===== config.mk =====
export PLATFORM = sky130hd
export DESIGN_NAME = irq_admit_gate
export DESIGN_NICKNAME = d
export VERILOG_FILES = /design/src/rtl/irq_gate_pkg.sv /design/src/rtl/irq_hold.sv /design/src/rtl/trap_state.sv /design/src/rtl/irq_admit_gate.sv
export SDC_FILE = /design/constraint.sdc
export NUM_CORES = 1
export LEC_CHECK = 0
export ABC_AREA = 1
export BUFFER_PORTS_ARGS = -buffer_cell sky130_fd_sc_hd__buf_2
export CAP_MARGIN = 0
export CORE_AREA = 5 5 42 44
export CTS_CLUSTER_SIZE = 24
export DETAILED_ROUTE_END_ITERATION = 10
export DIE_AREA = 0 0 47 49
export GPL_ROUTABILITY_DRIVEN = 0
export SETUP_SLACK_MARGIN = 0.5
export SYNTH_ARGS = -nofsm -noshare
export SYNTH_HDL_FRONTEND = slang
export SYNTH_SLANG_ARGS = --single-unit
export TNS_END_PERCENT = 100

===== constraint.sdc =====
create_clock -name clk -period 2.8 [get_ports clk]
set_clock_uncertainty 0.15 [all_clocks]
set_input_delay 0.14 -clock clk [delete_from_list [all_inputs] [get_ports clk]]
set_output_delay 0.14 -clock clk [all_outputs]
set_load 0.01 [all_outputs]

===== src/rtl/irq_gate_pkg.sv =====
package irq_gate_pkg;
  localparam int unsigned CODE_W = 4;
  typedef logic [CODE_W-1:0] irq_code_t;
  localparam irq_code_t NO_IRQ = '0;
endpackage


===== src/rtl/irq_hold.sv =====
module irq_hold
  import irq_gate_pkg::*;
(
  input  logic      clk,
  input  logic      rst_n,
  input  irq_code_t req_code,
  input  logic      sample_ok,
  input  logic      admit,
  output irq_code_t held_code
);
  irq_code_t held_q;

  always_ff @(posedge clk) begin
    if (!rst_n) begin
      held_q <= NO_IRQ;
    end else if (held_q != NO_IRQ) begin
      if (admit) held_q <= NO_IRQ;
    end else if (sample_ok && req_code != NO_IRQ) begin
      held_q <= req_code;
    end
  end

  assign held_code = held_q;

  // a held code is neither replaced nor lost until it is admitted
  a_r6_hold_stable: assert property (@(posedge clk) disable iff (!rst_n)
    (held_q != NO_IRQ && !admit) |=> held_q == $past(held_q));
  // the zero code never enters the holder from an empty state
  a_r5_zero_ignored: assert property (@(posedge clk) disable iff (!rst_n)
    (held_q == NO_IRQ && req_code == NO_IRQ) |=> held_q == NO_IRQ);
endmodule


===== src/rtl/trap_state.sv =====
module trap_state (
  input  logic clk,
  input  logic rst_n,
  input  logic trap_set,
  input  logic trap_done,
  output logic trap_pend
);
  logic pend_q;

  always_ff @(posedge clk) begin
    if (!rst_n)         pend_q <= 1'b0;
    else if (trap_set)  pend_q <= 1'b1;
    else if (trap_done) pend_q <= 1'b0;
  end

  assign trap_pend = pend_q;

  // an admission leaves thread 0 trap-pending
  a_r9_set_after_admit: assert property (@(posedge clk) disable iff (!rst_n)
    trap_set |=> pend_q);
  // done clears the state when no new admission competes
  a_r10_done_clears: assert property (@(posedge clk) disable iff (!rst_n)
    (trap_done && !trap_set) |=> !pend_q);
endmodule


===== src/rtl/irq_admit_gate.sv =====
module irq_admit_gate
  import irq_gate_pkg::*;
(
  input  logic       clk,
  input  logic       rst_n,
  input  logic [3:0] irq_code_i,
  input  logic       irq_en_i,
  input  logic       trap_sq_pend_i,
  input  logic       ctx_sq_pend_i,
  input  logic       rob_empty_i,
  input  logic       st_pend_i,
  input  logic       trap_done_i,
  output logic       irq_pend_o,
  output logic       irq_clr_o,
  output logic       hnd_vld_o,
  output logic [3:0] hnd_code_o,
  output logic       trap_req_o,
  output logic       trap_pend_o
);
  irq_code_t held;
  logic      trap_pend;
  logic      sample_ok;
  logic      quiesced;
  logic      admit;

  // Sampling is suppressed while any trap or squash is outstanding.
  assign sample_ok = irq_en_i && !trap_pend && !trap_sq_pend_i && !ctx_sq_pend_i;
  assign quiesced  = rob_empty_i && !st_pend_i;
  assign admit     = (held != NO_IRQ) && quiesced;

  irq_hold u_hold (
    .clk       (clk),
    .rst_n     (rst_n),
    .req_code  (irq_code_i),
    .sample_ok (sample_ok),
    .admit     (admit),
    .held_code (held)
  );

  trap_state u_trap (
    .clk       (clk),
    .rst_n     (rst_n),
    .trap_set  (admit),
    .trap_done (trap_done_i),
    .trap_pend (trap_pend)
  );

  assign irq_pend_o  = held != NO_IRQ;
  assign irq_clr_o   = admit;
  assign hnd_vld_o   = admit;
  assign hnd_code_o  = admit ? held : NO_IRQ;
  assign trap_req_o  = admit;
  assign trap_pend_o = trap_pend;

  // the trap-pending state is never already set at an admission
  a_r11_no_double_entry: assert property (@(posedge clk) disable iff (!rst_n)
    hnd_vld_o |-> !trap_pend_o);
  // no capture happens while trap-pending
  a_r4_no_sample_in_trap: assert property (@(posedge clk) disable iff (!rst_n)
    (trap_pend_o && !irq_pend_o) |=> !irq_pend_o);
  // a rising pending level needs all sampling conditions in the prior cycle
  a_r3_gated_sample: assert property (@(posedge clk) disable iff (!rst_n)
    $rose(irq_pend_o) |-> $past(irq_en_i && !trap_sq_pend_i && !ctx_sq_pend_i));
  // the holder is empty after an admission
  a_r9_held_cleared: assert property (@(posedge clk) disable iff (!rst_n)
    hnd_vld_o |=> !irq_pend_o);
  // an admission only happens on a quiet machine
  a_r8_quiet_only: assert property (@(posedge clk) disable iff (!rst_n)
    trap_req_o |-> (rob_empty_i && !st_pend_i && irq_pend_o));
endmodule


[Yosys cells after proc, flatten, opt, wreduce, memory -nomap -nowiden]
Index checks and enable logic that the tools add are counted.
W data, S select, Z words.
Word-level totals
  flip-flop bits (word level): 5
  input bits: 12
  output and inout port bits: 9
Operators by class
  equality and inequality tests: 1
  mux-type cells: 6
  reduce and logical (&&, ||, !) cells: 15
Operator list (count)
  $mux W4: 4
  $reduce_bool A4 Y1: 2
  $logic_and A1 B1 Y1: 6
  $logic_not A1 Y1: 4
  $reduce_bool A2 Y1: 2
  $mux W1: 2
  $ne A2 B1 Y1 const B: 1
  $reduce_and A2 Y1: 1

[Longest topological paths before layout]
Gate-level depths: netlist of the first run.
  depth after elaboration: 7
  gate-level depth with buffers: 7
  depth with buffers taken out: 7

[Cells and area by module]
From an unflattened synthesis of the first run, not the netlist that was laid out.
Unflattened totals
  cells, all modules: 54
  area, all modules: 329.1 um^2
Modules (own cells, without submodules)
  irq_hold: times used 1, cells each 27, area each 188.9 um^2, sequential area each 80.1 um^2
  irq_admit_gate: times used 1, cells each 21, area each 96.3 um^2, sequential area each 0.0 um^2
  trap_state: times used 1, cells each 6, area each 43.8 um^2, sequential area each 20.0 um^2

[Worst setup path after synthesis of the first run]
OpenSTA, ideal clock, no wires.
  kind: flip-flop to output port
  start point: register u_hold.held_q[2], in the netlist u_hold.held_code[2]
  end point: output irq_clr_o
  arrival time: 896 ps
  slack: 1614 ps
  cell stages (with the launch flop): 6
  path buffers: 1
  cell sequence: dfxtp_1 nor2_2 nand3_4 nand2_4 inv_1 buf_4
On the way
  longest elaborated chain between the ends: 2
RTL lines
  from (decl): line irq_hold.sv:11  | irq_code_t held_q;
  from (signal assigned): line irq_hold.sv:19  | held_q <= req_code;
  $reduce_bool A4 Y1
  net irq_pend_o: line irq_admit_gate.sv:13  | output logic irq_pend_o,
  $logic_and A1 B1 Y1: line irq_admit_gate.sv:29  | assign admit = (held != NO_IRQ) && quiesced;
  to (decl): line irq_admit_gate.sv:14  | output logic irq_clr_o,
The timed path passes the listed nets, and every way through them passes these cells.

[Final worst setup path of the first run]
  start point: register u_hold.held_q[2], in the netlist u_hold.held_code[2]
  end point: output trap_req_o
On the way
  longest elaborated chain between the ends: 2
RTL lines
  $reduce_bool A4 Y1: line irq_admit_gate.sv:29
  $logic_and A1 B1 Y1: line irq_admit_gate.sv:29
  to (decl): line irq_admit_gate.sv:17  | output logic trap_req_o,
Every way passes these cells.

==> run metrics, run 1 <==
post-synthesis sequential area ratio 26.1%; longest individual stage delay on the worst path 0.31 ns; element type at the critical path end primary output; overall die height 49 um; Initial Utilization 27.3%; clock tree from TritonCTS built; unrepaired setup endpoints after global routing no; Design Power 0.000352 W; gate count after technology mapping 61; status complete, no violations; Resize count post-CTS 0; library cell with the largest summed area after synthesis dfxtp_1; row cnt 14; nets in the synthesized netlist 73; dominant cells by area after synthesis dfxtp_1, nor2_1, inv_1, nand3_4, nand2_1; number of antenna diodes 0; share of the core filled with cells 35.6%; H-tree depth reported by CTS 1; buffer levels on the longest clock path 2; largest net degree at the start of global routing 14; global-route usage over all layers 9.15%; Setup WS pre-CTS 1.54 ns; drt total wl 888 um; number of remaining DRC errors 0; Max-cap violations 0; worst path buffer plus inverter count 2; number of warnings reported in the yosys synthesis log 0; share of total power consumed by net switching 41.8%; critical path fanouts, max 13; NetSw 0.000147 W; root buffer cell clkbuf_4; max frequency 667 MHz; post-DR wirelength/cell 9.06 um; number of DRC violations after detailed-routing iteration 0 5; number of antenna violations at the first check in global routing 0; fraction of layout instances using a drive strength above 1 36.6%; data arrival time of the critical path 1.21 ns; most common cell after layout, fill and taps aside buf_2; floorplan die width 47 um; Non-Filler Instances 98; drt first pass iters 3; final setup fails 0; synth-to-layout area growth 30.4%; data required time of the worst path 2.51 ns; setup bufs post-CTS 0; proportion of netlist area held by the largest area contributor 26.1%; fin worst setup slack 1.30 ns; setup TNS 0 ns; Peak VDD IR 268 uV; series of cell instances along the critical path nor2_2, nand3_4, nand2_4, inv_1, buf_2; placed instance count 94; power density cells 706 nW/um^2; commonest non-fill, non-tap cells in the layout buf_2, nor2_1, inv_1; clock buffers created by TritonCTS 3; via count of the first global-routing pass 405; area of the core region 1400 sq um; share of total power in the clock network 25.2%; via count 407; startpoint class of the critical path flop; cell-internal power 0.000205 W; number of library cell types mapped by synthesis 13; number of hold violations in the final report 0; hold-fix buffers at CTS 0; cell area after synthesis 383 sq um; Remaining Overflow, GRT 0; static leakage 0.316 nW; DRT antenna net count 0; die area 2300 sq um; synthesized flop and latch total 5; worst max-slew margin expressed relative to the limit 86.7%; source-to-sink clock delay at the later pin of the worst-skew pair 0.25 ns; class of the worst hold path input port to flop; kind of critical path flop to primary output; vias per cell 4.15; relative contribution of sequential cells to total power 26.5%; IO Pins 21; Slew Viols, Final 0; HPWL after detailed placement 727 um; part of the cycle the worst path needs 53.6%; clock slew seen by the registers of the worst setup and hold paths 0.05 ns; Min Clock Period, post-route 1.50 ns; Worst Max-Slew Pin Slew 0.199 ns; delay-heaviest family, CP simple AND/OR/NAND/NOR gates; highest-delay cell along the critical path dfxtp_1; Total Nets Final 95; portion of total power attributed to combinational logic 48.2%; number of input and output port buffers inserted 20; global-route wire length before repair 1500 um; sinks on the clock net 5; average cell area after synthesis 6.28 sq um
per-stage QoR:
step	hold slack, ns	instance area (sq um)
final	0.0109	499
after floorplan	0.108	383
after global placement	0.270	473
after global routing	0.0198	499
after CTS	0.0160	499
after detailed placement	0.280	473
synthesized netlist by cell type, drive strengths merged:
cell   count
nor2      19
a21oi      4
buf        3
inv       13
nand2     10
dfxtp      5
o21a       1
nand3      6
final timing paths:
check / cells after the start / slack, ns / to / start
min reg2reg: 4 / 0.45 / u_hold.held_code[1]$_SDFFE_PN0P_ / u_hold.held_code[1]$_SDFFE_PN0P_
max: 5 / 1.30 / trap_req_o / u_hold.held_code[2]$_SDFFE_PN0P_
min: 3 / 0.01 / u_hold.held_code[3]$_SDFFE_PN0P_ / rst_n
max reg2reg: 6 / 1.55 / u_hold.held_code[0]$_SDFFE_PN0P_ / u_hold.held_code[2]$_SDFFE_PN0P_
layout make-up:
class                           count  area [sq um]
Tap cell                           16          20.0
Clock buffer                        4          26.3
Fill cell                         159           902
Multi-Input combinational cell     40           204
Timing Repair Buffer               20           100
Sequential cell                     5           100
Inverter                           13          48.8
power groups by stage:
stage	logic, W	clock network, W	registers [W]
floorplan	0.000141	0	0.0000950
global placement	0.000172	0	0.0000944
detailed placement	0.000172	0	0.0000951
CTS	0.000173	0.0000907	0.0000937
global route	0.000194	0.0000978	0.0000950
finish	0.000170	0.0000889	0.0000936
registers in the layout, indices dropped and copies added (netlist names):
| name | count |
|---|---|
| u_trap.trap_pend | 1 |
| u_hold.held_code | 4 |
routing by layer:
layer	GRT usage (%)	wire length, um	up-vias
li1	-	-	221
met1	11.8	381	164
met2	11.8	374	19
met3	4.43	105	3
met4	5.53	27	0
met5	0	0	-
cell families after synthesis:
logic type,share of synthesized area [%]
AOI/OAI and AO/OA,7.19
buffers and inverters,20.6
DFF,26.1
and+or+nand+nor,46.1
worst register-to-register path: stages, from the launching register on:
cell	delay, ns
dfxtp_1	0.31
inv_1	0.10
nand2_1	0.08
nor2_2	0.15
nand3_4	0.12
a21oi_1	0.18
nor2_1	0.06
(Power assumes the default switching activity.)
==> run 2: changes to the inputs <==
==> constraint.sdc (replaced) <==
create_clock -name clk -period 1.4 [get_ports clk]
set_clock_uncertainty 0.15 [all_clocks]
set_input_delay 0.07 -clock clk [delete_from_list [all_inputs] [get_ports clk]]
set_output_delay 0.07 -clock clk [all_outputs]
set_load 0.01 [all_outputs]
==> run 2 against run 1 <==
Net effect: the flow now finishes with violations (hold timing); sequential power grew 110%; wire length grew 10%; register-to-register slack lost 1.4 ns; total power grew 140%; largest cell class unchanged.
==> run metrics, run 2 (synthesis gave the netlist of run 1 again) <==
H-tree depth reported by CTS 1 (unchanged); startpoint class of the critical path flop; clock buffers created by TritonCTS 3 (unchanged); class of the worst hold path input port to flop; worst slack on hold paths -0.0441 ns (-0.0550 ns); number of hold violations in the final report 5 (+5); die area 2300 sq um (unchanged); Remaining Overflow, GRT 0 (unchanged); critical path fanouts, max 8 (-5); most common cell after layout, fill and taps aside buf_2; largest net degree at the start of global routing 9 (-5); via count of the first global-routing pass 421 (+4.0%); status complete, but fails checks; share of total power consumed by net switching 40.8% (-0.91 points); NetSw 0.000339 W (+130%); clock slew seen by the registers of the worst setup and hold paths 0.04 ns (about the same); buffer levels on the longest clock path 2 (unchanged); part of the cycle the worst path needs 93.5%; relative contribution of sequential cells to total power 23.6% (-2.9 points); number of remaining DRC errors 0 (unchanged); power density cells 1430 nW/um^2 (+100%); IO Pins 21 (unchanged); HPWL after detailed placement 764 um (+5.2%); Worst Max-Slew Pin Slew 0.344 ns (+0.145 ns); area of the core region 1400 sq um (unchanged); final non-filler cell area 579 sq um (+16%); violated checks hold timing; Peak VDD IR 885 uV (+230%); drt first pass iters 4 (+1); number of input and output port buffers inserted 20 (unchanged); sequential cell area in the final layout 104 sq um (+3.8%); number of DRC violations after detailed-routing iteration 0 6 (+1); overall die height 49 um (unchanged); vias per cell 4.21 (+1.3%); Initial Utilization 27.3% (unchanged); Max-cap violations 0 (unchanged); root buffer cell clkbuf_4; commonest non-fill, non-tap cells in the layout buf_2, nor2_1, inv_1; row cnt 14 (unchanged); clock tree from TritonCTS built; floorplan die width 47 um (unchanged); source-to-sink clock delay at the later pin of the worst-skew pair 0.24 ns (about the same); kind of critical path flop to primary output; Slew Viols, Final 0 (unchanged); post-DR wirelength/cell 9.58 um (+5.7%); number of antenna violations at the first check in global routing 0 (unchanged); max FFs per register 4 (unchanged); drt total wl 977 um (+10%); Total Nets Final 99 (+4.2%); element type at the critical path end primary output; final setup fails 0 (unchanged); setup TNS 0 ns (unchanged); DRT antenna net count 0 (unchanged); static leakage 0.340 nW (+7.6%); data required time of the worst path 1.18 ns (-1.33 ns); placed cell areas 497 sq um (+5.0%); portion of total power attributed to combinational logic 56.9% (+8.7 points); Min Clock Period, post-route 1.31 ns; fraction of layout instances using a drive strength above 1 52.3% (+16 points); synth-to-layout area growth 51.3%; number of antenna diodes 0 (unchanged); global-route wire length before repair 1720 um (+15%); sinks on the clock net 5 (unchanged); worst max-slew margin expressed relative to the limit 77.0% (-9.7 points); share of the core filled with cells 41.3% (+5.7 points); global-route usage over all layers 10.3% (+1.1 points); cell-internal power 0.000491 W (+140%); fillcell total 168 (+5.7%); Multi-input gate area 244 sq um (+20%); unrepaired setup endpoints after global routing yes; max frequency 764 MHz; data arrival time of the critical path 1.09 ns (-0.12 ns); share of total power in the clock network 19.4% (-5.8 points); via count 429 (+5.4%)
==> run 2: cell count changes in the layout (fill, tap and decap cells not counted), moves of 3 or more <==
| cell | delta |
|---|---|
| buf_4 | +4 |
| a21oi_1 | -3 |
| a21oi_2 | +3 |
| dfxtp_1 | -3 |
| dfxtp_2 | +3 |
==> run 2: worst paths after layout <==
path	end	slack (ns)	from	cells after the start
hold / removal	u_hold.held_code[2]$_SDFFE_PN0P_	-0.04	rst_n	3
setup reg to reg	u_hold.held_code[0]$_SDFFE_PN0P_	0.12	u_hold.held_code[2]$_SDFFE_PN0P_	7
hold reg to reg	u_trap.trap_pend$_SDFFE_PN0P_	0.46	u_trap.trap_pend$_SDFFE_PN0P_	3
setup / recovery	hnd_vld_o	0.09	u_hold.held_code[2]$_SDFFE_PN0P_	5
==> run 2: area by class of cell <==
class                   instances  area share [%]
clock buffers                   4            4.54
inverters                      13            8.42
multi-input cells              40            42.1
flip-flops and latches          5            17.9
well taps                      16            3.46
repair buffers                 24            23.5
==> run 2: power groups by stage <==
| stage | combinational [W] | sequential [W] | clock (W) |
|---|---|---|---|
| finish | 0.000473 | 0.000196 | 0.000161 |
| global route | 0.000531 | 0.000200 | 0.000186 |
| CTS | 0.000467 | 0.000197 | 0.000171 |
| detailed placement | 0.000372 | 0.000197 | 0 |
| global placement | 0.000373 | 0.000196 | 0 |
| floorplan | 0.000302 | 0.000197 | 0 |
==> run 2: per-layer routing <==
metal / routed length, um / part of all wire [%] / up-vias / track usage [%]
met1: 437 / 45 / 181 / 13.8
met2: 440 / 45 / 19 / 14.0
met5: 0 / 0 / - / 0
li1: - / - / 229 / -
met3: 99 / 10 / 0 / 5.54
met4: 0 / 0 / 0 / 2.76
==> run 2: metrics by stage <==
stage               hold slack [ns]  setup slack, ns  power (W)  instances
floorplan                    0.0333            0.226   0.000500         61
global placement              0.193            0.146   0.000569         94
detailed placement            0.204            0.129   0.000570         94
CTS                         -0.0503           0.0830   0.000834        102
global route                -0.0468           0.0188   0.000916        102
finish                      -0.0441           0.0914   0.000830        102
==> run 2: worst max-delay path, stage by stage, from the launching register on <==
cell and delay (ns):
dfxtp_2 0.32, nor2_4 0.12, nand3_4 0.12, nand2_8 0.11, inv_2 0.05, buf_2 0.13
==> run 2: what timing repair did <==
action	4_1_cts	5_1_grt
resized for setup	6	1
setup endpoints to repair	14	14
pin swaps	3	1
hold endpoints to repair	5	5
buffers inserted	4	0
==> run 3: changes to the inputs <==
--- a/config.mk
+++ b/config.mk
@@ -6,13 +6,14 @@
 export NUM_CORES = 1
 export LEC_CHECK = 0
 export ABC_AREA = 1
-export BUFFER_PORTS_ARGS = -buffer_cell sky130_fd_sc_hd__buf_2
 export CAP_MARGIN = 0
 export CORE_AREA = 5 5 42 44
 export CTS_CLUSTER_SIZE = 24
 export DETAILED_ROUTE_END_ITERATION = 10
 export DIE_AREA = 0 0 47 49
+export DONT_BUFFER_PORTS = 1
 export GPL_ROUTABILITY_DRIVEN = 0
+export REMOVE_ABC_BUFFERS = 1
 export SETUP_SLACK_MARGIN = 0.5
 export SYNTH_ARGS = -nofsm -noshare
 export SYNTH_HDL_FRONTEND = slang
==> run 3 against run 2 <==
Net effect: count of clock-buffer cells in the layout stayed put; wire length rose by 2.6%; via count decreased by 6.8%; register-to-register slack worse by 0.08 ns; highest routed layer is now met4; the flow now finishes without violations.
==> run metrics, run 3 (synthesis gave the netlist of run 1 again) <==
status complete, no violations; kind of critical path flop to primary output; clock buffers created by TritonCTS 3 (unchanged); static leakage 0.289 nW (-15%); startpoint of the most critical register-to-register path u_hold.held_code[2]$_SDFFE_PN0P_; data required time of the worst path 1.18 ns (about the same); highest-delay cell along the critical path dfxtp_2; global-route usage over all layers 10.3% (about the same); root buffer cell clkbuf_4; Remaining Overflow, GRT 0 (unchanged); HPWL after detailed placement 662 um (-13%); largest net degree at the start of global routing 9 (unchanged); series of cell instances along the critical path nor2_4, nand3_4, nand2_8, buf_6, nor2_4; Setup WS pre-CTS 0.0859 ns (-0.0431 ns); sinks on the clock net 5 (unchanged); most common cell after layout, fill and taps aside nor2_1; critical path fanouts, max 6 (-2); row cnt 14 (unchanged); placed instance count 75 (-20%); unrepaired setup endpoints after global routing yes; longest individual stage delay on the worst path 0.33 ns (about the same); global-route wire length before repair 1730 um (+0.76%); Min Clock Period, post-route 1.37 ns (+0.0567 ns); via count of the first global-routing pass 424 (+0.71%); overall die height 49 um (unchanged); number of input and output port buffers inserted 0 (-100%); Non-Filler Instances 89 (-13%); delay-heaviest family, CP simple AND/OR/NAND/NOR gates; fin worst setup slack 0.0347 ns (-0.0567 ns); buffer levels on the longest clock path 2 (unchanged); source-to-sink clock delay at the later pin of the worst-skew pair 0.25 ns (about the same); power density cells 1390 nW/um^2 (-2.7%); worst max-slew margin expressed relative to the limit 76.8% (-0.14 points); element type at the critical path end primary output; area of the core region 1400 sq um (unchanged); number of hold violations in the final report 0 (-5); Total Nets Final 86 (-13%); H-tree depth reported by CTS 1 (unchanged); floorplan die width 47 um (unchanged); clock slew seen by the registers of the worst setup and hold paths 0.05 ns (about the same); via count 400 (-6.8%); Initial Utilization 27.3% (unchanged); worst path buffer plus inverter count 1 (-1); clock tree from TritonCTS built; vias per cell 4.49 (+6.9%); class of the worst hold path input port to flop; worst min-delay path startpoint st_pend_i; number of antenna diodes 0 (unchanged); startpoint class of the critical path flop; most numerous cell on the critical path nor2_4; synth-to-layout area growth 53.6%; max frequency 732 MHz (-4.2%); commonest non-fill, non-tap cells in the layout nor2_1, inv_1, nand2_1; number of remaining DRC errors 0 (unchanged); part of the cycle the worst path needs 97.5% (+4.1 points); Max-cap violations 0 (unchanged); worst setup path start u_hold.held_code[2]$_SDFFE_PN0P_; IO Pins 21 (unchanged); number of DRC violations after detailed-routing iteration 0 6 (unchanged); final setup fails 0 (unchanged); Slew Viols, Final 0 (unchanged); data arrival time of the critical path 1.15 ns (+0.06 ns); drt first pass iters 2 (-2); post-DR wirelength/cell 11.3 um (+18%); max FFs per register 4 (unchanged); die area 2300 sq um (unchanged); fraction of layout instances using a drive strength above 1 37.0% (-15 points); Worst Max-Slew Pin Slew 0.346 ns (+0.00214 ns); DRT antenna net count 0 (unchanged); Peak VDD IR 618 uV (-30%); number of antenna violations at the first check in global routing 0 (unchanged); drt total wl 1000 um (+2.6%)
run 3: worst paths after layout:
kind | to | slack [ns] | cells past startpoint
worst max-delay path | hnd_code_o[3] | 0.03 | 5
worst min-delay path | u_hold.held_code[1]$_SDFFE_PN0P_ | 0.04 | 4
worst max register to register | u_hold.held_code[0]$_SDFFE_PN0P_ | 0.04 | 8
worst min register to register | u_hold.held_code[1]$_SDFFE_PN0P_ | 0.45 | 4
run 3: metal layers:
metal / global-route usage, % / share of wire [%] / vias up
met5: 0 / 0 / -
met4: 5.53 / 1.4 / 0
met2: 17.2 / 53 / 16
met1: 10.7 / 38 / 179
met3: 3.32 / 7.5 / 2
li1: - / - / 203
run 3: cell type report:
type	count	area, sq um
clock buffers	4	26.3
fillers	148	813
inverters	13	51.3
multi-input cells	40	265
flip-flops and latches	5	104
well taps	16	20.0
repair buffers	11	121
run 3: what timing repair did:
action / 4_1_cts / 5_1_grt
hold buffers: 6 / 0
hold endpoints to repair: 5 / 0
pin swaps: 6 / 5
gates resized for setup: 21 / 1
setup buffers: 4 / 0
setup endpoints to repair: 13 / 13
run 3: worst min-delay path, delay by kind of cell:
kind,cells,cell delay [ns]
AO/OA/AOI/OAI,1,0.07
AND/OR/NAND/NOR,3,0.26
run 3: stage by stage:
stage | hold slack, ns | total power (W) | setup TNS [ns] | util, % | instance area, sq um
after CTS | 0.0218 | 0.000820 | 0 | 41.6 | 583
after global placement | 0.0403 | 0.000484 | 0 | 27.1 | 380
after detailed placement | 0.0465 | 0.000489 | 0 | 27.1 | 380
after global routing | 0.0737 | 0.000887 | -0.292 | 42.0 | 588
after floorplan | 0.0378 | 0.000442 | 0 | - | 353
final | 0.0402 | 0.000819 | 0 | 42.0 | 588
run 3: report_power, final:
part	internal (W)	switching [W]
combinational	0.000180	0.000261
sequential	0.000177	0.0000242
clock	0.000108	0.0000692
total	0.000465	0.000354
